<file path="src/rtl/frame_cfg_pkg.sv">
package frame_cfg_pkg;

   localparam int unsigned MIN_DIM_M1 = 63;

   typedef enum logic [2:0] {
      IDX_WIDTH  = 3'd0,
      IDX_HEIGHT = 3'd1,
      IDX_KEEP   = 3'd2,
      IDX_COMMIT = 3'd3
   } cfg_idx_e;

   // bound a dimension (minus one) to [MIN_DIM_M1, hi_m1]
   function automatic logic [31:0] clamp_dim(input logic [31:0] v, input int unsigned hi_m1);
      logic [31:0] r;
      if (v < 32'(MIN_DIM_M1))
         r = 32'(MIN_DIM_M1);
      else if (v > 32'(hi_m1))
         r = 32'(hi_m1);
      else
         r = v;
      return r;
   endfunction

endpackage

</file>
<file path="src/rtl/cfg_host_port.sv">
module cfg_host_port
   import frame_cfg_pkg::*;
#(
   parameter int unsigned DATA_W     = 32,
   parameter int unsigned FIELD_W    = 16,
   parameter int unsigned MAX_WIDTH  = 1920,
   parameter int unsigned MAX_HEIGHT = 1080,
   parameter int unsigned RST_W_M1   = 719,
   parameter int unsigned RST_H_M1   = 479
) (
   input  logic               clk,
   input  logic               rst_n,
   input  logic               pwrite,
   input  logic [4:0]         paddr,
   input  logic [DATA_W-1:0]  pwdat,
   input  logic               commit_pending,
   output logic [FIELD_W-1:0] shadow_w,
   output logic [FIELD_W-1:0] shadow_h,
   output logic               shadow_keep,
   output logic               arm_commit,
   output logic [DATA_W-1:0]  prdat
);

   localparam int unsigned HI_W_M1 = MAX_WIDTH - 1;
   localparam int unsigned HI_H_M1 = MAX_HEIGHT - 1;

   logic        lane_ok;
   logic [31:0] wd32;
   logic [31:0] rd_word;
   cfg_idx_e    idx;
   logic        wr_ok;

   // lane decode depends on the bus width
   generate
      if (DATA_W >= 32) begin : g_lane32
         always_comb lane_ok = (paddr[1:0] == 2'b00);
      end else begin : g_lane16
         // bit 0 must be zero; the upper halfword of every field is empty
         always_comb lane_ok = !paddr[0] && !paddr[1];
      end
   endgenerate

   always_comb begin
      wd32 = '0;
      wd32[DATA_W-1:0] = pwdat;
   end

   assign idx   = cfg_idx_e'(paddr[4:2]);
   assign wr_ok = pwrite && !commit_pending && lane_ok;
   assign arm_commit = wr_ok && (idx == IDX_COMMIT) && wd32[0];

   always_ff @(posedge clk or negedge rst_n) begin
      if (!rst_n) begin
         shadow_w    <= FIELD_W'(RST_W_M1);
         shadow_h    <= FIELD_W'(RST_H_M1);
         shadow_keep <= 1'b0;
      end else if (wr_ok) begin
         case (idx)
            IDX_WIDTH:  shadow_w    <= FIELD_W'(clamp_dim(wd32, HI_W_M1));
            IDX_HEIGHT: shadow_h    <= FIELD_W'(clamp_dim(wd32, HI_H_M1));
            IDX_KEEP:   shadow_keep <= wd32[0];
            default: ;
         endcase
      end
   end

   always_comb begin
      rd_word = '0;
      if (lane_ok) begin
         case (idx)
            IDX_WIDTH:  rd_word = 32'(shadow_w);
            IDX_HEIGHT: rd_word = 32'(shadow_h);
            IDX_KEEP:   rd_word = {31'd0, shadow_keep};
            IDX_COMMIT: rd_word = {31'd0, commit_pending};
            default:    rd_word = '0;
         endcase
      end
   end

   always_ff @(posedge clk or negedge rst_n) begin
      if (!rst_n)
         prdat <= '0;
      else
         prdat <= rd_word[DATA_W-1:0];
   end

endmodule

</file>
<file path="src/rtl/cfg_commit_ctrl.sv">
module cfg_commit_ctrl #(
   parameter int unsigned FIELD_W  = 16,
   parameter int unsigned RST_W_M1 = 719,
   parameter int unsigned RST_H_M1 = 479
) (
   input  logic               clk,
   input  logic               rst_n,
   input  logic               arm_commit,
   input  logic               in_frame_start,
   input  logic [FIELD_W-1:0] shadow_w,
   input  logic [FIELD_W-1:0] shadow_h,
   input  logic               shadow_keep,
   output logic               commit_pending,
   output logic [FIELD_W-1:0] work_w,
   output logic [FIELD_W-1:0] work_h,
   output logic               keep_staged
);

   logic take;
   assign take = commit_pending && in_frame_start;

   always_ff @(posedge clk or negedge rst_n) begin
      if (!rst_n)
         commit_pending <= 1'b0;
      else if (arm_commit)
         commit_pending <= 1'b1;
      else if (take)
         commit_pending <= 1'b0;
   end

   always_ff @(posedge clk or negedge rst_n) begin
      if (!rst_n) begin
         work_w      <= FIELD_W'(RST_W_M1);
         work_h      <= FIELD_W'(RST_H_M1);
         keep_staged <= 1'b0;
      end else if (take) begin
         work_w      <= shadow_w;
         work_h      <= shadow_h;
         keep_staged <= shadow_keep;
      end
   end

endmodule

</file>
<file path="src/rtl/cfg_out_sampler.sv">
module cfg_out_sampler #(
   parameter int unsigned FIELD_W  = 16,
   parameter int unsigned RST_W_M1 = 719,
   parameter int unsigned RST_H_M1 = 479
) (
   input  logic               clk,
   input  logic               rst_n,
   input  logic               out_frame_start,
   input  logic [FIELD_W-1:0] work_w,
   input  logic [FIELD_W-1:0] work_h,
   input  logic               keep_staged,
   output logic               keep_active,
   output logic [FIELD_W-1:0] cur_w,
   output logic [FIELD_W-1:0] cur_h
);

   always_ff @(posedge clk or negedge rst_n) begin
      if (!rst_n) begin
         keep_active <= 1'b0;
         cur_w       <= FIELD_W'(RST_W_M1 + 1);
         cur_h       <= FIELD_W'(RST_H_M1 + 1);
      end else if (out_frame_start) begin
         keep_active <= keep_staged;
         cur_w       <= work_w + FIELD_W'(1);
         cur_h       <= work_h + FIELD_W'(1);
      end
   end

endmodule

</file>
<file path="src/rtl/frame_cfg_regs.sv">
module frame_cfg_regs #(
   parameter int unsigned DATA_W     = 32,
   parameter int unsigned FIELD_W    = 16,
   parameter int unsigned MAX_WIDTH  = 1920,
   parameter int unsigned MAX_HEIGHT = 1080,
   parameter int unsigned RST_W_M1   = 719,
   parameter int unsigned RST_H_M1   = 479
) (
   input  logic               clk,
   input  logic               rst_n,
   input  logic               pwrite,
   input  logic [4:0]         paddr,
   input  logic [DATA_W-1:0]  pwdat,
   output logic [DATA_W-1:0]  prdat,
   input  logic               in_frame_start,
   input  logic               out_frame_start,
   output logic [FIELD_W-1:0] work_width_m1,
   output logic [FIELD_W-1:0] work_height_m1,
   output logic               keep_active,
   output logic [FIELD_W-1:0] cur_width,
   output logic [FIELD_W-1:0] cur_height
);

   // elaboration-time parameter checks
   generate
      if (!(DATA_W == 16 || DATA_W == 32)) begin : g_bad_bus
         $error("DATA_W must be 16 or 32");
      end
      if (FIELD_W > DATA_W) begin : g_bad_field
         $error("FIELD_W must not exceed DATA_W");
      end
      if (MAX_WIDTH < 64 || MAX_HEIGHT < 64) begin : g_bad_min
         $error("maximum frame size must be at least 64");
      end
      if (MAX_WIDTH > (1 << FIELD_W) || MAX_HEIGHT > (1 << FIELD_W)) begin : g_bad_max
         $error("maximum frame size does not fit FIELD_W");
      end
      if (RST_W_M1 < 63 || RST_W_M1 >= MAX_WIDTH || RST_H_M1 < 63 || RST_H_M1 >= MAX_HEIGHT) begin : g_bad_rst
         $error("reset frame size out of legal range");
      end
   endgenerate

   logic [FIELD_W-1:0] shadow_w;
   logic [FIELD_W-1:0] shadow_h;
   logic               shadow_keep;
   logic               arm_commit;
   logic               commit_pending;
   logic               keep_staged;

   cfg_host_port #(
      .DATA_W(DATA_W), .FIELD_W(FIELD_W),
      .MAX_WIDTH(MAX_WIDTH), .MAX_HEIGHT(MAX_HEIGHT),
      .RST_W_M1(RST_W_M1), .RST_H_M1(RST_H_M1)
   ) u_host (
      .clk(clk), .rst_n(rst_n),
      .pwrite(pwrite), .paddr(paddr), .pwdat(pwdat),
      .commit_pending(commit_pending),
      .shadow_w(shadow_w), .shadow_h(shadow_h), .shadow_keep(shadow_keep),
      .arm_commit(arm_commit), .prdat(prdat)
   );

   cfg_commit_ctrl #(
      .FIELD_W(FIELD_W), .RST_W_M1(RST_W_M1), .RST_H_M1(RST_H_M1)
   ) u_commit (
      .clk(clk), .rst_n(rst_n),
      .arm_commit(arm_commit), .in_frame_start(in_frame_start),
      .shadow_w(shadow_w), .shadow_h(shadow_h), .shadow_keep(shadow_keep),
      .commit_pending(commit_pending),
      .work_w(work_width_m1), .work_h(work_height_m1),
      .keep_staged(keep_staged)
   );

   cfg_out_sampler #(
      .FIELD_W(FIELD_W), .RST_W_M1(RST_W_M1), .RST_H_M1(RST_H_M1)
   ) u_out (
      .clk(clk), .rst_n(rst_n),
      .out_frame_start(out_frame_start),
      .work_w(work_width_m1), .work_h(work_height_m1),
      .keep_staged(keep_staged),
      .keep_active(keep_active),
      .cur_w(cur_width), .cur_h(cur_height)
   );

endmodule

</file>
<file path="config.mk">
export PLATFORM = sky130hd
export DESIGN_NAME = frame_cfg_regs
export DESIGN_NICKNAME = d
export VERILOG_FILES = /design/src/rtl/frame_cfg_pkg.sv /design/src/rtl/cfg_host_port.sv /design/src/rtl/cfg_commit_ctrl.sv /design/src/rtl/cfg_out_sampler.sv /design/src/rtl/frame_cfg_regs.sv
export SDC_FILE = /design/constraint.sdc
export NUM_CORES = 1
export LEC_CHECK = 0
export ABC_AREA = 0
export ABC_CLOCK_PERIOD_IN_PS = 4700
export BUFFER_PORTS_ARGS = -buffer_cell sky130_fd_sc_hd__buf_2
export CAP_MARGIN = 20
export CORE_ASPECT_RATIO = 0.8
export CORE_MARGIN = 5
export CORE_UTILIZATION = 35
export CTS_CLUSTER_DIAMETER = 60
export DETAILED_ROUTE_END_ITERATION = 8
export SLEW_MARGIN = 20
export SYNTH_ARGS = -nofsm -noshare
export SYNTH_HDL_FRONTEND = slang
export SYNTH_HIERARCHICAL = 1
export SYNTH_SLANG_ARGS = --single-unit
</file>
<file path="constraint.sdc">
create_clock -name clk -period 4.7 [get_ports clk]
set_input_delay 0.47 -clock clk [delete_from_list [all_inputs] [get_ports clk]]
set_output_delay 0.47 -clock clk [all_outputs]
set_load 0.05 [all_outputs]
</file>
# ---- Word-level counts from Yosys, hierarchy flattened
# Cells that the tools add are included.
dict set report totals {
  ff_bits 132
  in_bits 42
  elab_cells 39
}
dict set report classes {
  add_sub_neg 2
  order_cmp 3
  n_eq_ne 3
  n_mux 8
  n_reduce_logical 12
}
# operator n
set ops {}
lappend ops {{$gt A32 B11 Y1 const B} 2}
lappend ops {{$mux W16} 4}
lappend ops {{$pmux W16 S4} 1}
lappend ops {{$add A16 B1 Y16 const B} 2}
lappend ops {{$lt A32 B6 Y1 const B} 1}
lappend ops {{$mux W32} 1}
lappend ops {{$eq A3 B2 Y1 const B} 2}
lappend ops {{$reduce_and A2 Y1} 3}
lappend ops {{$logic_and A1 B1 Y1} 5}
lappend ops {{$eq A3 B1 Y1 const B} 1}
lappend ops {{$logic_not A3 Y1} 1}
lappend ops {{$logic_not A2 Y1} 1}
lappend ops {{$mux W1} 2}
lappend ops {{$reduce_bool A2 Y1} 1}
lappend ops {{$logic_not A1 Y1} 1}

# ---- Depth between registers and ports, before layout
# Gate-level depths: netlist of run 1.
dict set report depth {
  depth_word 6
  ltp_mapped 6
  mapped_depth_nobuf 5
}

# ---- Modules after synthesis
# Netlist of run 1, hierarchy kept.
# module n_inst cells_each area_each_um2 seq_area_each_um2
set by_module_without_submodules {}
lappend by_module_without_submodules {cfg_host_port 1 201 2182.1 1244.9}
lappend by_module_without_submodules {cfg_out_sampler 1 182 1798.0 835.8}
lappend by_module_without_submodules {cfg_commit_ctrl 1 73 1406.3 869.6}

# ---- Least setup slack after synthesis of run 1
# Ideal clock, no wire load.
dict set report synth_path {
  kind {register -> register}
  from {reg u_commit.work_h[0]}
  to {reg u_out.cur_h[14]}
  setup_time_ns 0.126
  arrival_ns 1.636
  t_required_ns 4.574
  path_slack_ns 2.938
  path_stages_with_launch 6
  n_path_buf 0
  period_less_slack_ns 1.762
  path_cell_list {dfstp_2 -> ha_1 -> nand4_1 -> nor4_2 -> xnor2_1 -> a21oi_1}
}
dict set report synth_via {
  elab_chain_len 1
}
# item line
set synth_lines {}
lappend synth_lines {{start, declared} cfg_commit_ctrl.sv:15} ;# output logic [FIELD_W-1:0] work_h,
lappend synth_lines {{start signal, assigned} cfg_commit_ctrl.sv:34} ;# work_h <= FIELD_W'(RST_H_M1);
lappend synth_lines {{start signal, assigned} cfg_commit_ctrl.sv:38} ;# work_h <= shadow_h;
lappend synth_lines {{$add A16 B1 Y16} cfg_out_sampler.sv:25} ;# cur_h <= work_h + FIELD_W'(1);
lappend synth_lines {{end signal, assigned} cfg_out_sampler.sv:21} ;# cur_h <= FIELD_W'(RST_H_M1 + 1);
lappend synth_lines {{end signal, assigned} cfg_out_sampler.sv:25}
lappend synth_lines {{end, declared} cfg_out_sampler.sv:14} ;# output logic [FIELD_W-1:0] cur_h
# Every way passes these cells.
# A chain may end at the register's enable or synchronous reset.

# ---- Worst setup path in the final report of run 1
dict set report layout_path {
  from {in paddr[3]}
  to {reg u_host.shadow_w[7]}
}
dict set report layout_via {
  elab_chain_len 2
}
# item line
set layout_lines {}
lappend layout_lines {{start, declared} frame_cfg_regs.sv:12} ;# input logic [4:0] paddr,
lappend layout_lines {{$logic_not A3 Y1} cfg_host_port.sv:58} ;# case (idx)
lappend layout_lines {{$reduce_and A2 Y1 (no source line)} -}
lappend layout_lines {{end signal, assigned} cfg_host_port.sv:54} ;# shadow_w <= FIELD_W'(RST_W_M1);
lappend layout_lines {{end signal, assigned} cfg_host_port.sv:59} ;# IDX_WIDTH: shadow_w <= FIELD_W'(clamp_dim(wd32, HI_W_M1));
lappend layout_lines {{end, declared} cfg_host_port.sv:17} ;# output logic [FIELD_W-1:0] shadow_w,
# Every way passes these cells.

==> flow_metrics.tcl, run 1 <==
set metrics [dict create \
    final_max_slew_viol_count 0 \
    drive_above_1_share_pct 42.6 \
    synthFlopType "dfrtp_1" \
    syn_inst 456 \
    grt_usage_pct 15.7 \
    dpl.hpwl_um 10200 \
    p_leak_nw 3.18 \
    io_buffers 122 \
    busiest_layer "met2" \
    ir_drop_v 0.000283 \
    place.gp.congestion 0.803 \
    cpMaxStageDelayCell "nor3_2" \
    cts_tree "yes" \
    setup_violations 0 \
    rsz0062_at_grt "no" \
    fin_crit_sh_pct 48.8 \
    syn2layout_area_growth_pct 24.9 \
    numCtsBuffers 17 \
    n_fill_cell 1428 \
    dieHeight_um 121 \
    cp_data_required_time_ns 5.02 \
    finalCriticalPeriod_ns 2.29 \
    regArea_mm2 0.00295 \
    synth.avg_cell_area_um2 11.8 \
    nets 622 \
    wire_per_inst_um 17.2 \
    drt_iter0_markers 286 \
    powerDensity_mw_per_mm2 451 \
    grt_pass1_vias 4066 \
    yosysSeqAreaShare_pct 54.8 \
    yosys.area.top_type "dfrtp_1" \
    drcViolationCount 0 \
    cp_cell_sequence "buf_2, nor3_2, and2_1, nand2_1, o31ai_1" \
    final_area_mm2 0.00673 \
    antenna_found_initial 0 \
    hold_class "in2async" \
    critPathTopFamily "simple AND/OR/NAND/NOR gates" \
    initial_core_util_pct 35.8 \
    place_ws_ns 1.78 \
    core-area_mm2 0.0151 \
    wirelength_um 13800 \
    cts-root-buf "clkbuf_16" \
    cts_resized 0 \
    clockBufferDepth 2 \
    ant_nets 0 \
    clkTransAtPathRegs_ns 0.05 \
    slew_headroom_pct 29.1 \
    yosys_warnings 6 \
    cp-end-kind "flip-flop" \
    multi_input_area_mm2 0.00221 \
    synth_top_area_share_pct 36.2 \
    ys_seq_elements 116 \
    postPlaceCellArea_mm2 0.00610 \
    crit_type "in2reg" \
    viasPerCell 4.88 \
    diodes 0 \
    setup_slack_ns 2.41 \
    cp-start-kind "primary input" \
    worst_pin_slew_ns 1.06 \
    holdBufCountCts 0 \
    use_met3_pct 4.33 \
    cts.sinks 116 \
    cp_num_buf_inv 1 \
    vias 3907 \
    final_core_util_pct 44.7 \
    rows 40 \
    crit_path_max_incr_delay_ns 0.86 \
    grt_use_met1_pct 22.5 \
    die_w_um 149 \
    synth_edf_count 0 \
    p_total_w 0.00303 \
    ios 139 \
    async_flop_share_pct 100 \
    dr.pass1.iters 5 \
    ys_top_cells_by_area "dfrtp_1 36%, dfstp_2 19%, mux2_4 8.4%, nor2_1 4.4%, xnor2_1 3.3%" \
    cts_max_level 4 \
    finClkSkew_ns 0.0119 \
    insertion_delay_ns 0.41 \
    hold_violations 0 \
    max_freq_mhz 436 \
    crit_fanout 27 \
    overflow 0 \
    grt_max_degree 70 \
    fin_setup_tns_ns 0 \
    dieArea_mm2 0.0180 \
    grt_util_met2_pct 23.2 \
    cts_setup_buffers 0 \
    drv_cap 0 \
    cp.arrival_ns 2.61 \
    grt_first_pass_wirelength_um 21900 \
    ys_types 47 \
    synth_area_mm2 0.00539 \
    outcome "finished clean" \
]
[synth_stat cells (2+ instances only)]
cell type,count
inv_1,14
mux2_4,30
nand3_1,7
nor2_1,63
nor3_1,13
mux2i_1,2
nor4_2,8
a31oi_1,11
nand2_1,13
xor2_1,8
buf_2,4
a21oi_1,34
nand4_1,9
nand4_4,2
and2_1,5
nor4_1,4
a22oi_1,16
buf_4,18
and4_1,3
ha_1,2
dfstp_2,38
a32o_1,4
nand2_2,2
nand3_2,2
mux2_2,8
nor3_2,2
clkbuf_1,10
nor2b_1,6
dfrtp_1,78
buf_6,3
xnor2_1,20
and2_0,2
[sequential cells by signal (all words and copies together), names as in the netlist, 16 cells and up]
signal           count
u_out/cur_h         16
u_out/cur_w         16
u_commit/work_h     16
u_host/shadow_h     16
u_host/shadow_w     16
u_commit/work_w     16
u_host/prdat        16
[metal layers]
layer | vias to the layer above | wire (um) | part of all wire [%]
li1 | 1823 | - | -
met1 | 1942 | 6720 | 49
met2 | 130 | 6090 | 44
met3 | 12 | 828 | 6.0
met4 | 0 | 157 | 1.1
met5 | - | 0 | 0
[worst paths after layout]
kind                                         start                 end  slack (ns)  depth (start not counted)
setup / recovery                          paddr[3]  u_host/shadow_w[7]        2.41                          5
max in group asynchronous                    rst_n      u_out/cur_h[3]        3.39                          2
min in group clk                          pwdat[7]  u_host/shadow_w[7]        0.33                          3
setup reg to reg           u_commit/commit_pending  u_host/shadow_w[7]        2.66                          4
hold / removal                               rst_n     u_host/prdat[6]        0.19                          1
hold reg to reg                     u_out/cur_h[7]      u_out/cur_h[7]        0.49                          2
[cell families (layout without fill, tap and decap cells)]
logic type | Yosys count | after routing | synth area share, %
compound gates | 71 | 71 | 8.34
xor+xnor | 28 | 28 | 4.55
fa+ha+maj | 2 | 2 | 0.465
buf+inv | 49 | 169 | 5.18
flops | 116 | 116 | 54.8
mux | 40 | 40 | 10.4
other cells | 1 | 16 | 0.0696
simple gates | 149 | 149 | 16.2
[worst register-to-register path: cells and delay by family, from the launching register on]
kind	cells	cell delay (ns)
AO/OA/AOI/OAI	1	0.21
flip-flops	1	0.41
AND/OR/NAND/NOR	3	1.34
[cell type report]
cell class	instances	area share [%]
sequential	116	43.9
multi-input combinational	306	32.9
timing repair buffer	123	9.23
clock buffer	22	7.05
tap	210	3.91
clock inverter	10	2.27
inverter	14	0.781
[cells in the final DEF (no fill, tap or decap), types with 3 or more instances in the layout]
| cell | synthesis | final |
|---|---|---|
| bufinv_16 | 0 | 4 |
| a32o_1 | 4 | 4 |
| nor2_1 | 63 | 63 |
| mux2_2 | 8 | 8 |
| dfrtp_1 | 78 | 78 |
| mux2_4 | 30 | 30 |
| nand3_1 | 7 | 7 |
| a31oi_1 | 11 | 11 |
| clkbuf_16 | 0 | 17 |
| nor4_1 | 4 | 4 |
| conb_1 | 1 | 16 |
| nand2_1 | 13 | 13 |
| xor2_1 | 8 | 8 |
| buf_2 | 4 | 121 |
| and4_1 | 3 | 3 |
| nor4_2 | 8 | 8 |
| nor3_1 | 13 | 13 |
| xnor2_1 | 20 | 20 |
| a21oi_1 | 34 | 34 |
| clkinv_2 | 0 | 5 |
| clkbuf_8 | 0 | 3 |
| inv_1 | 14 | 14 |
| nand4_1 | 9 | 9 |
| and2_1 | 5 | 6 |
| dfstp_2 | 38 | 38 |
| a22oi_1 | 16 | 16 |
| nor2b_1 | 6 | 6 |
[stage by stage]
stage               hold WS (ns)  cells
floorplan                  0.174    471
global placement           0.481    769
detailed placement         0.484    769
CTS                        0.211    801
global route               0.261    801
finish                     0.190    801
[report_power, final]
group	internal (W)	switching, W
clock	0.000924	0.000428
sequential	0.00112	0.000105
combinational	0.000130	0.000331
total	0.00217	0.000864
Power figures use the tool's default switching activity.
==> inputs of run 2 (changes only) <==
Settings changed: ABC_CLOCK_PERIOD_IN_PS 4700 to 2100.
Clock period 4.7 ns to 2.1 ns, I/O delays scaled along.
==> flow_metrics.tcl, run 2 (same netlist as run 1, synthesis figures left out) <==
set metrics [dict create \
    io_buffers 122 \
    drt_iter0_markers 265 \
    grt_usage_pct 16.1 \
    setup_violations 0 \
    ir_drop_v 0.000532 \
    finalCriticalPeriod_ns 1.77 \
    crit_type "reg2reg" \
    crit_fanout 7 \
    hold_violations 0 \
    finClkSkew_ns 0.0107 \
    nets 632 \
    antenna_found_initial 0 \
    rsz0062_at_grt "no" \
    grt_max_degree 48 \
    vias 3920 \
    drive_above_1_share_pct 43.1 \
    place.gp.congestion 0.824 \
    powerDensity_mw_per_mm2 967 \
    worst_pin_slew_ns 0.573 \
    numCtsBuffers 17 \
    dpl.hpwl_um 10700 \
    hold_class "in2reg" \
    cp-start-kind "flip-flop" \
    drcViolationCount 0 \
    core-area_mm2 0.0151 \
    diodes 0 \
    cts_setup_buffers 0 \
    cts_max_level 4 \
    crit_path_max_incr_delay_ns 0.59 \
    initial_core_util_pct 35.8 \
    layout_common_cells "121 x buf_2, 78 x dfrtp_1, 63 x nor2_1" \
    critPathTopFamily "flip-flops" \
    cp_num_buf_inv 0 \
    cpMaxStageDelayCell "dfstp_2" \
    overflow 0 \
    clkTransAtPathRegs_ns 0.05 \
    dieArea_mm2 0.0180 \
    syn2layout_area_growth_pct 26.4 \
    fin_setup_tns_ns 0 \
    max_freq_mhz 566 \
    dr.pass1.iters 4 \
    fin_crit_sh_pct 84.1 \
    p_leak_nw 3.23 \
    layout_commonest_cell "buf_2" \
    cp.arrival_ns 2.04 \
    ant_nets 0 \
    grt_pass1_vias 3988 \
    grt_first_pass_wirelength_um 22300 \
    wirelength_um 14200 \
    dieHeight_um 121 \
    outcome "finished clean" \
    die_w_um 149 \
    cts-root-buf "clkbuf_16" \
    rows 40 \
    n_fill_cell 1418 \
    viasPerCell 4.83 \
    postPlaceCellArea_mm2 0.00622 \
    ios 139 \
    cp-end-kind "flip-flop" \
    wire_per_inst_um 17.6 \
    cts_tree "yes" \
    final_area_mm2 0.00681 \
    cp_data_required_time_ns 2.37 \
    cp_cell_sequence "ha_1, nand4_1, nor4_2, xnor2_1, a21oi_1" \
    drv_cap 0 \
    slew_headroom_pct 61.8 \
    cts.sinks 116 \
    insertion_delay_ns 0.41 \
    final_max_slew_viol_count 0 \
    clockBufferDepth 2 \
]
-- run 2: path summary, 6_finish.rpt --
path,cells past startpoint,slack [ns],end,from
max in group asynchronous,3,1.12,u_host/shadow_w[2],rst_n
worst min-delay path,3,0.05,u_host/shadow_w[7],pwdat[7]
worst min register to register,2,0.49,u_out/cur_w[4],u_out/cur_w[4]
worst max-delay path,5,0.33,u_out/cur_w[14],u_commit/work_w[0]
worst max register to register,5,0.33,u_out/cur_w[14],u_commit/work_w[0]
min in group asynchronous,2,0.32,u_host/prdat[7],rst_n
-- run 2: power breakdown --
group	total [W]	leakage (nW)	switching (W)	internal, W
logic	0.00106	1.51	0.000755	0.000305
clock network	0.00279	0.290	0.000953	0.00184
registers	0.00273	1.42	0.000233	0.00250
total	0.00658	3.23	0.00194	0.00464
-- run 2: through the flow --
stage | std cells | setup WS, ns | total power (W) | utilization (%) | hold WS, ns
after floorplan | 471 | 0.338 | 0.00347 | - | -0.0856
after CTS | 811 | 0.332 | 0.00665 | 45.2 | 0.0366
after global placement | 778 | 0.408 | 0.00380 | 41.3 | 0.187
final | 811 | 0.334 | 0.00658 | 45.2 | 0.0484
after detailed placement | 778 | 0.316 | 0.00382 | 41.3 | 0.200
after global routing | 811 | 0.218 | 0.00685 | 45.2 | 0.0597
-- run 2: worst reg2reg max path, delay by kind of cell, from the launching register on --
kind	cells	cell delay [ns]
AOI/OAI and AO/OA	1	0.08
xor gates and xnor gates	1	0.15
adders and majority gates	1	0.24
DFF	1	0.59
and+or+nand+nor	2	0.57
-- run 2: routing by layer --
metal / track usage, % / wire, um / up-vias
met5: 0 / 0 / -
met4: 3.64 / 106 / 0
met3: 4.52 / 868 / 12
met2: 24.1 / 6550 / 138
met1: 23.2 / 6720 / 1931
li1: - / - / 1839
-- run 2: timing repair --
item	in CTS	in global routing
hold buffers	1	0
endpoints found under the setup margin	0	0
hold endpoints to repair	27	0
resized for setup	0	0
-- run 2: cell type report --
type	count	area, um2	share of cell area, %
timing repair buffer	133	748	11.0
multi-input combinational	306	2210	32.5
clock buffer	28	537	7.88
tap	210	263	3.86
clock inverter	4	45.0	0.662
inverter	14	52.6	0.772
sequential	116	2950	43.3
==> inputs of run 3 (changes only) <==
Settings changed: ABC_CLOCK_PERIOD_IN_PS 2100 to 1700.
Clock period 2.1 ns to 1.7 ns, I/O delays scaled along.
==> flow_metrics.tcl, run 3 (same netlist as run 1, synthesis figures left out) <==
set metrics [dict create \
    outcome "finished clean" \
    drt_iter0_markers 237 \
    critPathTopFamily "flip-flops" \
    finalCriticalPeriod_ns 1.66 \
    finClkSkew_ns 0.0112 \
    rows 40 \
    wire_per_inst_um 16.9 \
    vias 3967 \
    cp.arrival_ns 1.94 \
    multi_input_area_mm2 0.00224 \
    insertion_delay_ns 0.41 \
    initial_core_util_pct 35.8 \
    place_ws_ns 0.0243 \
    drv_cap 0 \
    dr.pass1.iters 5 \
    worst_pin_slew_ns 0.542 \
    overflow 0 \
    setup_violations 0 \
    slew_headroom_pct 63.9 \
    crit_fanout 3 \
    crit_path_max_incr_delay_ns 0.63 \
    io_buffers 122 \
    cp_cell_sequence "ha_4, nand4_1, nor4_2, xnor2_1, a21oi_1" \
    route.met2.wl_um 6320 \
    dpl.hpwl_um 10700 \
    drive_above_1_share_pct 45.5 \
    cp-end-kind "flip-flop" \
    max_freq_mhz 603 \
    fin_crit_sh_pct 97.5 \
    cp_data_required_time_ns 1.99 \
    cts.sinks 116 \
    final_core_util_pct 46.9 \
    cp_num_buf_inv 0 \
    crit_type "reg2reg" \
    ant_nets 0 \
    hold_violations 0 \
    dr.max_layer_used "met4" \
    final_max_slew_viol_count 0 \
    wirelength_um 14000 \
    ir_drop_v 0.000736 \
    grt_usage_pct 15.9 \
    wl_met3_um 976 \
    dieArea_mm2 0.0180 \
    nets 649 \
    powerDensity_mw_per_mm2 1230 \
    regArea_mm2 0.00296 \
    dieHeight_um 121 \
    viasPerCell 4.79 \
    cpMaxStageDelayCell "dfstp_4" \
    clockBufferDepth 2 \
    cts_max_level 4 \
    grt_first_pass_wirelength_um 22500 \
    antenna_found_initial 0 \
    layout_common_cells "121 x buf_2, 78 x dfrtp_1, 63 x nor2_1" \
    die_w_um 149 \
    layout_commonest_cell "buf_2" \
    syn2layout_area_growth_pct 31.1 \
    cp-start-kind "flip-flop" \
    diodes 0 \
    n_fill_cell 1369 \
    core-area_mm2 0.0151 \
    grt_max_degree 43 \
    hold_class "in2reg" \
    hold_ws_ns 0.0106 \
    p_leak_nw 3.33 \
    numCtsBuffers 17 \
    clkTransAtPathRegs_ns 0.05 \
    rsz0062_at_grt "yes" \
    cts_tree "yes" \
    cts-root-buf "clkbuf_16" \
    ios 139 \
    wl_met1_um 6630 \
    drcViolationCount 0 \
    place.gp.congestion 0.806 \
    cts_resized 0 \
    setup_slack_ns 0.0424 \
    grt_pass1_vias 4136 \
]
[run 3: power by group]
| part | internal, W | switching, W |
|---|---|---|
| Combinational | 0.000419 | 0.000969 |
| Clock | 0.00268 | 0.00125 |
| Sequential | 0.00309 | 0.000246 |
| Total | 0.00619 | 0.00247 |
[run 3: layout make-up]
cell class                 count  area share [%]
sequential                   116            41.9
inverter                      14           0.744
clock inverter                12            2.85
tap                          210            3.72
timing repair buffer         150            12.6
clock buffer                  20            6.47
multi-input combinational    306            31.7
[run 3: path summary, 6_finish.rpt]
| kind | startpoint | endpoint | slack [ns] | cells past startpoint |
|---|---|---|---|---|
| worst max-delay path | u_commit/work_h[0] | u_out/cur_h[14] | 0.04 | 5 |
| max in group asynchronous | rst_n | u_out/cur_w[4] | 0.86 | 3 |
| worst max register to register | u_commit/work_h[0] | u_out/cur_h[14] | 0.04 | 5 |
| worst min register to register | u_out/cur_w[4] | u_out/cur_w[4] | 0.49 | 2 |
| worst min-delay path | pwdat[7] | u_host/shadow_w[7] | 0.01 | 3 |
| min in group asynchronous | rst_n | u_host/prdat[7] | 0.20 | 2 |
[run 3: worst min-delay path, delay by kind of cell]
kind	cells	cell delay [ns]
compound gates	1	0.06
buf+inv	1	0.13
simple gates	1	0.06
[run 3: what timing repair did]
action,in CTS,in global routing
hold buffers,1,0
setup endpoints to repair,0,8
endpoints found under the hold margin,61,0
buffers inserted,0,4
[run 3: routing by layer]
| metal | track usage, % | vias to the layer above |
|---|---|---|
| met5 | 0 | - |
| met4 | 4.62 | 0 |
| met3 | 4.29 | 6 |
| met2 | 24.0 | 131 |
| met1 | 22.6 | 1948 |
| li1 | - | 1882 |
[run 3: through the flow]
step                      total power, W  cells  instance area (um2)  TNS [ns]
final                            0.00865    828                 7060         0
after detailed placement         0.00477    791                 6360         0
after floorplan                  0.00430    471                 5480         0
after global routing             0.00900    828                 7060   -0.0733
after CTS                        0.00873    824                 7030         0
after global placement           0.00474    791                 6360         0
